`src/rtl/resv_pkg.sv`:
```
package resv_pkg;
    typedef enum logic [2:0] {
        K_READ  = 3'b000,
        K_RESV  = 3'b001,
        K_WRITE = 3'b010,
        K_WCOND = 3'b011
    } txn_kind_e;

    typedef enum logic {
        ST_FREE = 1'b0,
        ST_HELD = 1'b1
    } resv_state_e;
endpackage

```
`src/rtl/resv_txn_decode.sv`:
```
module resv_txn_decode
    import resv_pkg::*;
(
    input  logic       txn_valid,
    input  logic [2:0] txn_kind,
    input  logic       txn_ci,
    output logic       set_hit
);
    // Only a cache-inhibited load-reserve read arms the reservation
    always_comb begin
        set_hit = txn_valid && txn_ci && (txn_kind == 3'(K_RESV));
    end
endmodule

```
`src/rtl/resv_page_snoop.sv`:
```
module resv_page_snoop #(
    parameter int                ADDR_W    = 32,
    parameter int                PAGE_BITS = 12,
    parameter logic [ADDR_W-1:0] SEM_BASE  = 32'h0004_0000
) (
    input  logic              clk,
    input  logic              rst,
    input  logic              mw_valid,
    input  logic [ADDR_W-1:0] mw_addr,
    output logic              rel_pulse
);
    localparam logic [ADDR_W-1:0] PAGE_MASK = ~((ADDR_W'(1) << PAGE_BITS) - ADDR_W'(1));
    localparam logic [ADDR_W-1:0] BASE_TAG  = SEM_BASE & PAGE_MASK;

    logic page_hit;

    always_comb begin
        page_hit = mw_valid && ((mw_addr & PAGE_MASK) == BASE_TAG);
    end

    // One registered pulse per matching write
    always_ff @(posedge clk) begin
        if (rst) rel_pulse <= 1'b0;
        else     rel_pulse <= page_hit;
    end
endmodule

```
`src/rtl/resv_state_fsm.sv`:
```
module resv_state_fsm
    import resv_pkg::*;
(
    input  logic clk,
    input  logic rst,
    input  logic set_hit,
    input  logic clr_line,
    output logic resv_bit
);
    resv_state_e state_q, state_d;

    always_comb begin
        state_d = state_q;
        unique case (state_q)
            ST_FREE: if (set_hit) state_d = ST_HELD;   // arm
            ST_HELD: begin
                if (set_hit)       state_d = ST_HELD;  // rearm, set beats clear
                else if (clr_line) state_d = ST_FREE;  // release
            end
        endcase
    end

    always_ff @(posedge clk) begin
        if (rst) state_q <= ST_FREE;
        else     state_q <= state_d;
    end

    always_comb begin
        resv_bit = (state_q == ST_HELD);
    end
endmodule

```
`src/rtl/resv_watch.sv`:
```
module resv_watch #(
    parameter int                ADDR_W    = 32,
    parameter int                PAGE_BITS = 12,
    parameter logic [ADDR_W-1:0] SEM_BASE  = 32'h0004_0000
) (
    input  logic              clk,
    input  logic              rst,
    input  logic              txn_valid,
    input  logic [2:0]        txn_kind,
    input  logic              txn_ci,
    input  logic              sys_clear,
    input  logic              mw_valid,
    input  logic [ADDR_W-1:0] mw_addr,
    input  logic              sw_rd_en,
    output logic              sw_rd_data,
    output logic              resv_bit,
    output logic              rel_pulse
);
    logic set_hit;
    logic clr_line;

    resv_txn_decode u_dec (
        .txn_valid (txn_valid),
        .txn_kind  (txn_kind),
        .txn_ci    (txn_ci),
        .set_hit   (set_hit)
    );

    resv_page_snoop #(
        .ADDR_W    (ADDR_W),
        .PAGE_BITS (PAGE_BITS),
        .SEM_BASE  (SEM_BASE)
    ) u_snoop (
        .clk       (clk),
        .rst       (rst),
        .mw_valid  (mw_valid),
        .mw_addr   (mw_addr),
        .rel_pulse (rel_pulse)
    );

    always_comb begin
        clr_line = sys_clear || rel_pulse;
    end

    resv_state_fsm u_fsm (
        .clk      (clk),
        .rst      (rst),
        .set_hit  (set_hit),
        .clr_line (clr_line),
        .resv_bit (resv_bit)
    );

    // Local read port, no bus activity involved
    always_ff @(posedge clk) begin
        if (rst)           sw_rd_data <= 1'b0;
        else if (sw_rd_en) sw_rd_data <= resv_bit;
    end
endmodule

```
`config.mk`:
```
export PLATFORM = sky130hd
export DESIGN_NAME = resv_watch
export DESIGN_NICKNAME = d
export VERILOG_FILES = /design/src/rtl/resv_pkg.sv /design/src/rtl/resv_txn_decode.sv /design/src/rtl/resv_page_snoop.sv /design/src/rtl/resv_state_fsm.sv /design/src/rtl/resv_watch.sv
export SDC_FILE = /design/constraint.sdc
export NUM_CORES = 1
export LEC_CHECK = 0
export BUFFER_PORTS_ARGS = -buffer_cell sky130_fd_sc_hd__buf_2
export CORE_AREA = 5 5 42 44
export DETAILED_ROUTE_END_ITERATION = 12
export DIE_AREA = 0 0 47 49
export GPL_TIMING_DRIVEN = 0
export PLACE_DENSITY = 0.52
export SLEW_MARGIN = 25
export SYNTH_ARGS = -nofsm -noshare
export SYNTH_HDL_FRONTEND = slang
export SYNTH_SLANG_ARGS = --single-unit
```
`constraint.sdc`:
```
create_clock -name clk -period 2.9 [get_ports clk]
set_input_delay 0.435 -clock clk [delete_from_list [all_inputs] [get_ports clk]]
set_output_delay 0.435 -clock clk [all_outputs]
set_load 0.1 [all_outputs]
```
## Word-level counts from Yosys, hierarchy flattened

Cells that the tools add are included.

- Mux-type cells: 4
- Reduce and logical (&&, ||, !) cells: 4
- Bitwise logic cells: 1
- Equality and inequality tests: 2

Operators by type and width:

| operator | count |
|---|---|
| 20-bit by 7-bit == test with 1-bit output, second input constant | 1 |
| 3-bit by 1-bit == test with 1-bit output, second input constant | 1 |
| 1-bit logical AND | 3 |
| 1-bit 2-to-1 mux | 3 |
| 1-bit case mux with 2 select lines | 1 |
| 1-bit logical OR | 1 |
| 1-bit inverter | 1 |

- Output and inout port bits: 3
- Logic and storage cells: 14
- Bits of input ports: 42
- Flip-flop bits (word level): 3

## Depth between registers and ports, before layout

Gate-level depths: netlist (run 1).

- Word-level depth: 4
- Mapped depth: 3
- Gate-level depth less buffers: 3

## Modules after synthesis

A second synthesis (run 1) with hierarchy kept.

- Cell total of the unflattened synthesis: 18
- Area total of the unflattened synthesis: 167.7 µm²

By module, submodules not included:

| module | times used | area each (µm²) | sequential area each (µm²) | cells an instance |
|---|---|---|---|---|
| resv_page_snoop | 1 | 76.3 | 20.0 | 8 |
| resv_watch | 1 | 40.0 | 20.0 | 4 |
| resv_state_fsm | 1 | 38.8 | 20.0 | 4 |
| resv_txn_decode | 1 | 12.5 | 0.0 | 2 |

## Worst setup path before layout (run 1)

OpenSTA, ideal clock, no wires.

- Path kind: flip-flop to output port
- Start: reg u_fsm.state_q (netlist: u_fsm.resv_bit)
- End: out resv_bit
- Cell stages (with the launch flop): 1
- Path buffers: 0
- Slack: 1.525 ns
- Data required time: 2.465 ns
- Arrival: 0.940 ns
- Path through: dfxtp_1

RTL lines:

| item | line | source |
|---|---|---|
| start: declaration | resv_state_fsm.sv:10 | `resv_state_e state_q, state_d;` |
| start signal: assignment | resv_state_fsm.sv:25 | `else state_q <= state_d;` |
| end: declaration | resv_watch.sv:16 | `output logic resv_bit,` |

No word-level cell between the ends.

## Worst setup path after layout (run 1)

- Start: reg u_fsm.state_q (netlist: u_fsm.resv_bit)
- End: out resv_bit

No word-level cell between the ends.

==> results_dict.tcl, run 1 <==
set metrics [dict create \
    buffer_ports.inserted 32 \
    synth.yosys.seq_area_share_pct 37.5 \
    ys_types 11 \
    crit_path_max_fanout 3 \
    cts.sinks 3 \
    setup.worst_path.class "flip-flop to output pin" \
    leakage_nw 0.192 \
    routed_wire_length_per_instance_um 9.77 \
    cts-hold-fix-buffers 0 \
    clock_skew_ns 0.00431 \
    synth_top_cell_by_area "dfxtp_1" \
    nFillCells 173 \
    layout.cells.non_filler 69 \
    globalplace.congestion 0.590 \
    avgViaCountPerCell 4.07 \
    final.period_utilization_pct 49.2 \
    ant_nets 0 \
    grt-ovfl-total 0 \
    antenna_violations_before_repair 0 \
    postCtsSetupRepairBufs 0 \
    path_clk_slew_ns 0.03 \
    setup.reg_to_reg.worst_slack_ns 2.25 \
    reg2reg_to "u_fsm.resv_bit" \
    cts-buffers-inserted 3 \
    slew-limit-headroom_pct 67.7 \
    crit-reg2reg-launch "u_snoop.rel_pulse" \
    finalSetupViolations 0 \
    tritoncts "built" \
    power.ir.vdd_worst_uv 65.7 \
    cts_resized 0 \
    worst_hold_slack_ns 0.372 \
    slew_violations 0 \
    grt_first_pass_wirelength_um 945 \
    final_hold_viol_count 0 \
    clk-insertion-delay-late_ns 0.23 \
    final.min_clock_period_ns 1.43 \
    cp-startpoint "u_fsm.resv_bit" \
    r2r_cells 3 \
    die_x_um 47 \
    n_antenna_cell 0 \
    critPathRequiredTime_ns 2.47 \
    vias 281 \
    post_route_cells_drive_above_1_share_pct 69.8 \
    post-route-drc-count 0 \
    ioPinCount 45 \
    critical_path.n_buffers_inverters 1 \
    largest_net_degree_at_the_start_of_global_routing 4 \
    ys_seq_elements 3 \
    first_pass_iters 1 \
    syn_avg_cell_area_sq_um 9.42 \
    arrival_ns 0.99 \
    placed_cells_incl_taps 65 \
    core-area_sq_mm 0.00140 \
    crit_path_cell_trace "buf_2" \
    mappedNetlistArea_sq_um 160 \
    worst_setup_path_start_kind "flip-flop" \
    endpoint_kind "output pin" \
    post-synth-top-area-fraction_pct 37.5 \
    worstHoldPathType "input port to flip-flop" \
    rsz_0062_raised_after_global_routing "false" \
    syn-instance-count 17 \
    finish.net_count 96 \
    status "complete, no violations" \
    design_power_total_w 0.000139 \
    worst_path_max_delay_cell "buf_2" \
    worst_path_dominant_cell_family "buffers and inverters" \
    num_rows 14 \
    clk_path_buf_depth 2 \
    area_growth_pct 129 \
    setup_total_negative_slack_ns 0 \
    fmax_ghz 0.701 \
    critPathMaxStageDelay_ns 0.43 \
    start_util_pct 11.4 \
    synth_warnings 0 \
    synth.net_count 59 \
    die_height_um 49 \
    htree_levels 1 \
    routed_wirelength_um 674 \
    grt_pass1_vias 297 \
    p_per_area_mw_per_mm2 380 \
    grtUsageTotal_pct 5.85 \
    top_area_cells_in_the_synthesized_netlist "dfxtp_1 (38%), nor4_1 (12%), or4b_4 (8.6%), nor4_2 (7.8%), mux2i_1 (6.3%)" \
    cts.root.buffer_cell "clkbuf_4" \
    maxCapViolCount 0 \
    timing.critical_path.depth 1 \
    timing.critical_path.to "resv_bit" \
    worst_slew_pin_slew_ns 0.488 \
    area_of_the_die_sq_mm 0.00230 \
    drt-initial-drc-count 0 \
]
worst min path at each step:
stage	cells past startpoint	end	from
finish	2	u_snoop.rel_pulse	mw_addr[20]
floorplan	1	u_fsm.resv_bit	rst
detailed placement	2	u_fsm.resv_bit	u_fsm.resv_bit
global placement	2	u_fsm.resv_bit	u_fsm.resv_bit
CTS	2	u_snoop.rel_pulse	mw_addr[20]
global route	2	u_snoop.rel_pulse	mw_addr[20]
kinds of logic after synthesis:
| logic type | Yosys count | synth area share, % |
|---|---|---|
| simple gates | 12 | 53.1 |
| mux | 1 | 6.25 |
| compound gates | 1 | 3.12 |
| flops | 3 | 37.5 |
flip-flops by register name, summed over array words and instances, names as in the netlist:
name               cells
u_fsm.resv_bit         1
u_snoop.rel_pulse      1
sw_rd_data             1
cell type report:
type                            instances  area (sq um)  area share [%]
Clock buffer                            4          26.3            7.17
Sequential cell                         3          60.1            16.4
Tap cell                               16          20.0            5.46
Timing Repair Buffer                   32           160            43.7
Multi-Input combinational cell         14           100            27.3
Yosys cell counts:
| cell | instances |
|---|---|
| a21oi_1 | 1 |
| dfxtp_1 | 3 |
| mux2i_1 | 1 |
| nand2_1 | 2 |
| nand4_1 | 1 |
| nor2_1 | 2 |
| nor4_1 | 3 |
| nor4_2 | 1 |
| nor4b_1 | 1 |
| or4b_1 | 1 |
| or4b_4 | 1 |
worst reg2reg max path, stage by stage (launching register included):
cell	delay (ns)
dfxtp_1	0.29
nor2_1	0.10
nand2_1	0.06
a21oi_1	0.13
layout by cell type (no fill, tap or decap):
| master | instances |
|---|---|
| buf_2 | 32 |
| or4b_4 | 1 |
| nor2_1 | 2 |
| clkbuf_4 | 3 |
| dfxtp_1 | 3 |
| nand4_1 | 1 |
| nand2_1 | 2 |
| nor4_1 | 3 |
| mux2i_1 | 1 |
| a21oi_1 | 1 |
| clkbuf_1 | 1 |
| or4b_1 | 1 |
| nor4_2 | 1 |
| nor4b_1 | 1 |
metrics by stage:
step	setup slack, ns	utilization [%]	cell area (sq um)
floorplan	1.53	-	160
global placement	1.53	24.3	340
detailed placement	1.53	24.3	340
CTS	1.46	26.2	367
global route	1.43	26.2	367
finish	1.47	26.2	367
layer usage:
layer	vias to the layer above	global-route usage, %	part of all wire [%]
li1	141	-	-
met1	121	4.40	29
met2	19	10.6	53
met3	0	0.369	18
met4	0	6.91	0
met5	-	0	0
where the power goes:
part	switching [W]	internal, W
registers	0.000000156	0.0000418
clock network	0.0000208	0.0000515
logic	0.00000891	0.0000161
total	0.0000299	0.000109
Power figures use the tool's default switching activity.
==> run 2: changes to the inputs <==
PLACE_DENSITY = 0.54   (was 0.52)
clock period = 1.2 ns   (was 2.9 ns; I/O delays follow)
==> results_dict.tcl, run 2 (same netlist as run 1, synthesis figures left out) <==
set metrics [dict create \
    status "complete, no violations" \
    cts-buffers-inserted 3 \
    avgViaCountPerCell 3.97 \
    final.min_clock_period_ns 1.15 \
    cts_resized 0 \
    ant_nets 0 \
    routed_wire_length_per_instance_um 9.19 \
    grtUsageTotal_pct 6.05 \
    finish.net_count 96 \
    post-route-drc-count 0 \
    critPathRequiredTime_ns 1.02 \
    clk_path_buf_depth 2 \
    setup.worst_path.class "flip-flop to output pin" \
    worst_setup_path_start_kind "flip-flop" \
    maxCapViolCount 0 \
    largest_net_degree_at_the_start_of_global_routing 4 \
    nFillCells 170 \
    die_x_um 47 \
    storage_element_area_sq_um 63.8 \
    final_hold_viol_count 0 \
    cts.root.buffer_cell "clkbuf_4" \
    tritoncts "built" \
    worst_slew_pin_slew_ns 0.485 \
    setup_total_negative_slack_ns 0 \
    vias 274 \
    n_antenna_cell 0 \
    start_util_pct 11.4 \
    most_frequent_standard_cell_in_the_layout_excluding_fill_and_tap_cells "buf_2" \
    slew-limit-headroom_pct 67.9 \
    worst_hold_slack_ns 0.107 \
    first_pass_iters 1 \
    slew_violations 0 \
    multi_input_comb_area_sq_um 100 \
    finalSetupViolations 0 \
    htree_levels 1 \
    fmax_ghz 0.869 \
    setup.reg_to_reg.worst_slack_ns 0.56 \
    drt-initial-drc-count 0 \
    path_clk_slew_ns 0.04 \
    routed_wirelength_um 634 \
    p_per_area_mw_per_mm2 905 \
    rsz_0062_raised_after_global_routing "false" \
    grt_pass1_vias 270 \
    endpoint_kind "output pin" \
    cts.sinks 3 \
    grt-ovfl-total 0 \
    area_of_the_die_sq_mm 0.00230 \
    core-area_sq_mm 0.00140 \
    clock_skew_ns 0.00123 \
    grt_first_pass_wirelength_um 924 \
    worst_path_max_delay_cell "buf_2" \
    crit_path_max_fanout 3 \
    antenna_violations_before_repair 0 \
    globalplace.congestion 0.613 \
    leakage_nw 0.193 \
    critical_path.n_buffers_inverters 1 \
    buffer_ports.inserted 32 \
    area_growth_pct 131 \
    final.period_utilization_pct 95.9 \
    clk-insertion-delay-late_ns 0.23 \
    post_route_cells_drive_above_1_share_pct 75.5 \
    postCtsSetupRepairBufs 0 \
    cts-hold-fix-buffers 0 \
    num_rows 14 \
    worst_path_dominant_cell_family "buffers and inverters" \
    die_height_um 49 \
    worstHoldPathType "input port to flip-flop" \
    arrival_ns 0.97 \
    crit_path_cell_trace "buf_2" \
    most-common-layout-cells "buf_2 (32), nor4_1 (3), clkbuf_4 (3), dfxtp_2 (3)" \
    power.ir.vdd_worst_uv 202 \
    critPathMaxStageDelay_ns 0.42 \
    ioPinCount 45 \
]
-- run 2: changes by cell type in the layout (fill, tap and decap cells not counted) --
| cell | previous run | this run |
|---|---|---|
| dfxtp_2 | 0 | 3 |
| dfxtp_1 | 3 | 0 |
-- run 2: path summary, 6_finish.rpt --
check	from	endpoint	depth (start not counted)
worst max-delay path	u_fsm.resv_bit	resv_bit	1
worst min-delay path	mw_addr[20]	u_snoop.rel_pulse	2
worst max register to register	u_snoop.rel_pulse	u_fsm.resv_bit	3
worst min register to register	u_fsm.resv_bit	u_fsm.resv_bit	2
-- run 2: area by class of cell --
type	count	share of cell area, %
multi-input combinational	14	27.0
clock buffer	4	7.09
sequential	3	17.2
tap	16	5.41
timing repair buffer	32	43.2
-- run 2: layer usage --
metal | track usage, % | share of wire, % | vias to the layer above
met5 | 0 | 0 | -
met4 | 9.68 | 5.8 | 0
met3 | 0 | 9.6 | 4
met2 | 9.95 | 55 | 15
met1 | 4.60 | 29 | 115
li1 | - | - | 140
-- run 2: metrics by stage --
stage          cells  area, sq um  total power (W)  setup WS, ns  util, %
6_report          69          370         0.000335        0.0495     26.4
5_1_grt           69          370         0.000360       0.00813     26.4
4_1_cts           69          370         0.000344        0.0365     26.4
3_5_place_dp      65          344         0.000164        0.0665     24.6
3_3_place_gp      65          344         0.000163        0.0572     24.6
2_1_floorplan     17          164         0.000116         0.216        -
-- run 2: power by group --
group          internal (W)  switching, W
combinational     0.0000389     0.0000213
sequential         0.000101   0.000000373
clock              0.000124     0.0000491
==> run 3: changes to the inputs <==
REMOVE_ABC_BUFFERS = 1   (was default)
==> results_dict.tcl, run 3 (same netlist as run 1, synthesis figures left out) <==
set metrics [dict create \
    status "complete, no violations" \
    vias 271 \
    placed_cells_incl_taps 65 \
    tritoncts "built" \
    htree_levels 1 \
    die_height_um 49 \
    slew_violations 0 \
    postCtsSetupRepairBufs 0 \
    placed_area_sq_um 340 \
    cts-hold-fix-buffers 0 \
    setup_total_negative_slack_ns 0 \
    area_of_the_die_sq_mm 0.00230 \
    design_power_total_w 0.000341 \
    start_util_pct 11.4 \
    grt-ovfl-total 0 \
    most-common-layout-cells "buf_2 (31), clkbuf_4 (4), nor4_1 (3), dfxtp_1 (3)" \
    nFillCells 165 \
    p_per_area_mw_per_mm2 923 \
    final_hold_viol_count 0 \
    layout.cells.non_filler 69 \
    finish.utilization_pct 26.3 \
    ioPinCount 45 \
    grt_pass1_vias 262 \
    arrival_ns 0.97 \
    cts.root.buffer_cell "clkbuf_4" \
    buffer_ports.inserted 32 \
    final.min_clock_period_ns 1.15 \
    clk_path_buf_depth 2 \
    crit_path_cell_trace "buf_2" \
    hp-start "mw_addr[20]" \
    slew-limit-headroom_pct 67.8 \
    worstHoldPathType "input port to flip-flop" \
    post_route_cells_drive_above_1_share_pct 69.8 \
    crit_path_max_fanout 2 \
    n_antenna_cell 0 \
    avgViaCountPerCell 3.93 \
    rsz_0062_raised_after_global_routing "false" \
    finalSetupViolations 0 \
    clk-insertion-delay-late_ns 0.23 \
    finish.net_count 96 \
    worst_path_dominant_cell_family "buffers and inverters" \
    worst_slew_pin_slew_ns 0.486 \
    critPathMaxStageDelay_ns 0.42 \
    core-area_sq_mm 0.00140 \
    hold_critical_path_endpoint "u_snoop.rel_pulse" \
    worst_path_max_delay_cell "buf_2" \
    globalplace.congestion 0.670 \
    power.ir.vdd_worst_uv 190 \
    drt-initial-drc-count 2 \
    critical_path.n_buffers_inverters 1 \
    endpoint_kind "output pin" \
    critPathRequiredTime_ns 1.02 \
    fmax_ghz 0.868 \
    die_x_um 47 \
    timing.hold.worst_path_depth 2 \
    setup.worst_path.class "flip-flop to output pin" \
    area_growth_pct 130 \
    reg2reg_to "u_fsm.resv_bit" \
    cts-buffers-inserted 3 \
    post-route-cell-area_sq_um 369 \
    crit-reg2reg-launch "u_snoop.rel_pulse" \
    path_clk_slew_ns 0.04 \
    post-route-drc-count 0 \
    ant_nets 0 \
    first_pass_iters 2 \
    routed_wirelength_um 677 \
    cts.sinks 3 \
    leakage_nw 0.191 \
    num_rows 14 \
    setup.reg_to_reg.worst_slack_ns 0.55 \
    maxCapViolCount 0 \
    worst_setup_path_start_kind "flip-flop" \
    largest_net_degree_at_the_start_of_global_routing 4 \
    grt_first_pass_wirelength_um 959 \
    clock_skew_ns 0.00343 \
    most_frequent_standard_cell_in_the_layout_excluding_fill_and_tap_cells "buf_2" \
    final.period_utilization_pct 96.0 \
    grtUsageTotal_pct 6.40 \
    antenna_violations_before_repair 0 \
    routed_wire_length_per_instance_um 9.81 \
    r2r_cells 3 \
]
[run 3: metal layers]
layer	vias up	track usage (%)	part of all wire, %
met1	108	6.14	27
met3	4	0	13
met2	18	9.50	54
met5	-	0	0
met4	0	9.68	5.3
li1	141	-	-
[run 3: how the worst max path moves through the flow]
stage / start / to / slack [ns] / cells past startpoint
2_1_floorplan: u_snoop.rel_pulse / u_fsm.resv_bit / -0.11 / 3
3_3_place_gp: mw_addr[16] / u_snoop.rel_pulse / 0.08 / 3
3_5_place_dp: mw_addr[16] / u_snoop.rel_pulse / 0.08 / 3
4_1_cts: u_fsm.resv_bit / resv_bit / 0.009 / 1
5_1_grt: u_snoop.rel_pulse / rel_pulse / 0.01 / 1
6_report: sw_rd_data / sw_rd_data / 0.05 / 1
[run 3: timing repair]
| item | 4_1_cts | 5_1_grt |
|---|---|---|
| gates resized for setup | 0 | 1 |
| endpoints found under the setup margin | 0 | 1 |
| endpoints found under the hold margin | 0 | 0 |
[run 3: layout make-up]
type / count / area [sq um] / area share [%]
repair buffers: 32 / 163 / 44.1
multi-input cells: 14 / 100 / 27.1
flip-flops and latches: 3 / 60.1 / 16.3
clock buffers: 4 / 26.3 / 7.12
well taps: 16 / 20.0 / 5.42
[run 3: power by group]
group          switching [W]  total [W]  internal [W]
logic              0.0000214  0.0000605     0.0000392
registers        0.000000398   0.000101      0.000101
clock network      0.0000539   0.000179      0.000125
[run 3: stage by stage]
step	setup WS (ns)	hold WS, ns
detailed placement	0.0754	0.355
global placement	0.0813	0.354
floorplan	-0.111	0.249
CTS	0.00931	0.103
finish	0.0478	0.110
global route	0.0103	0.114
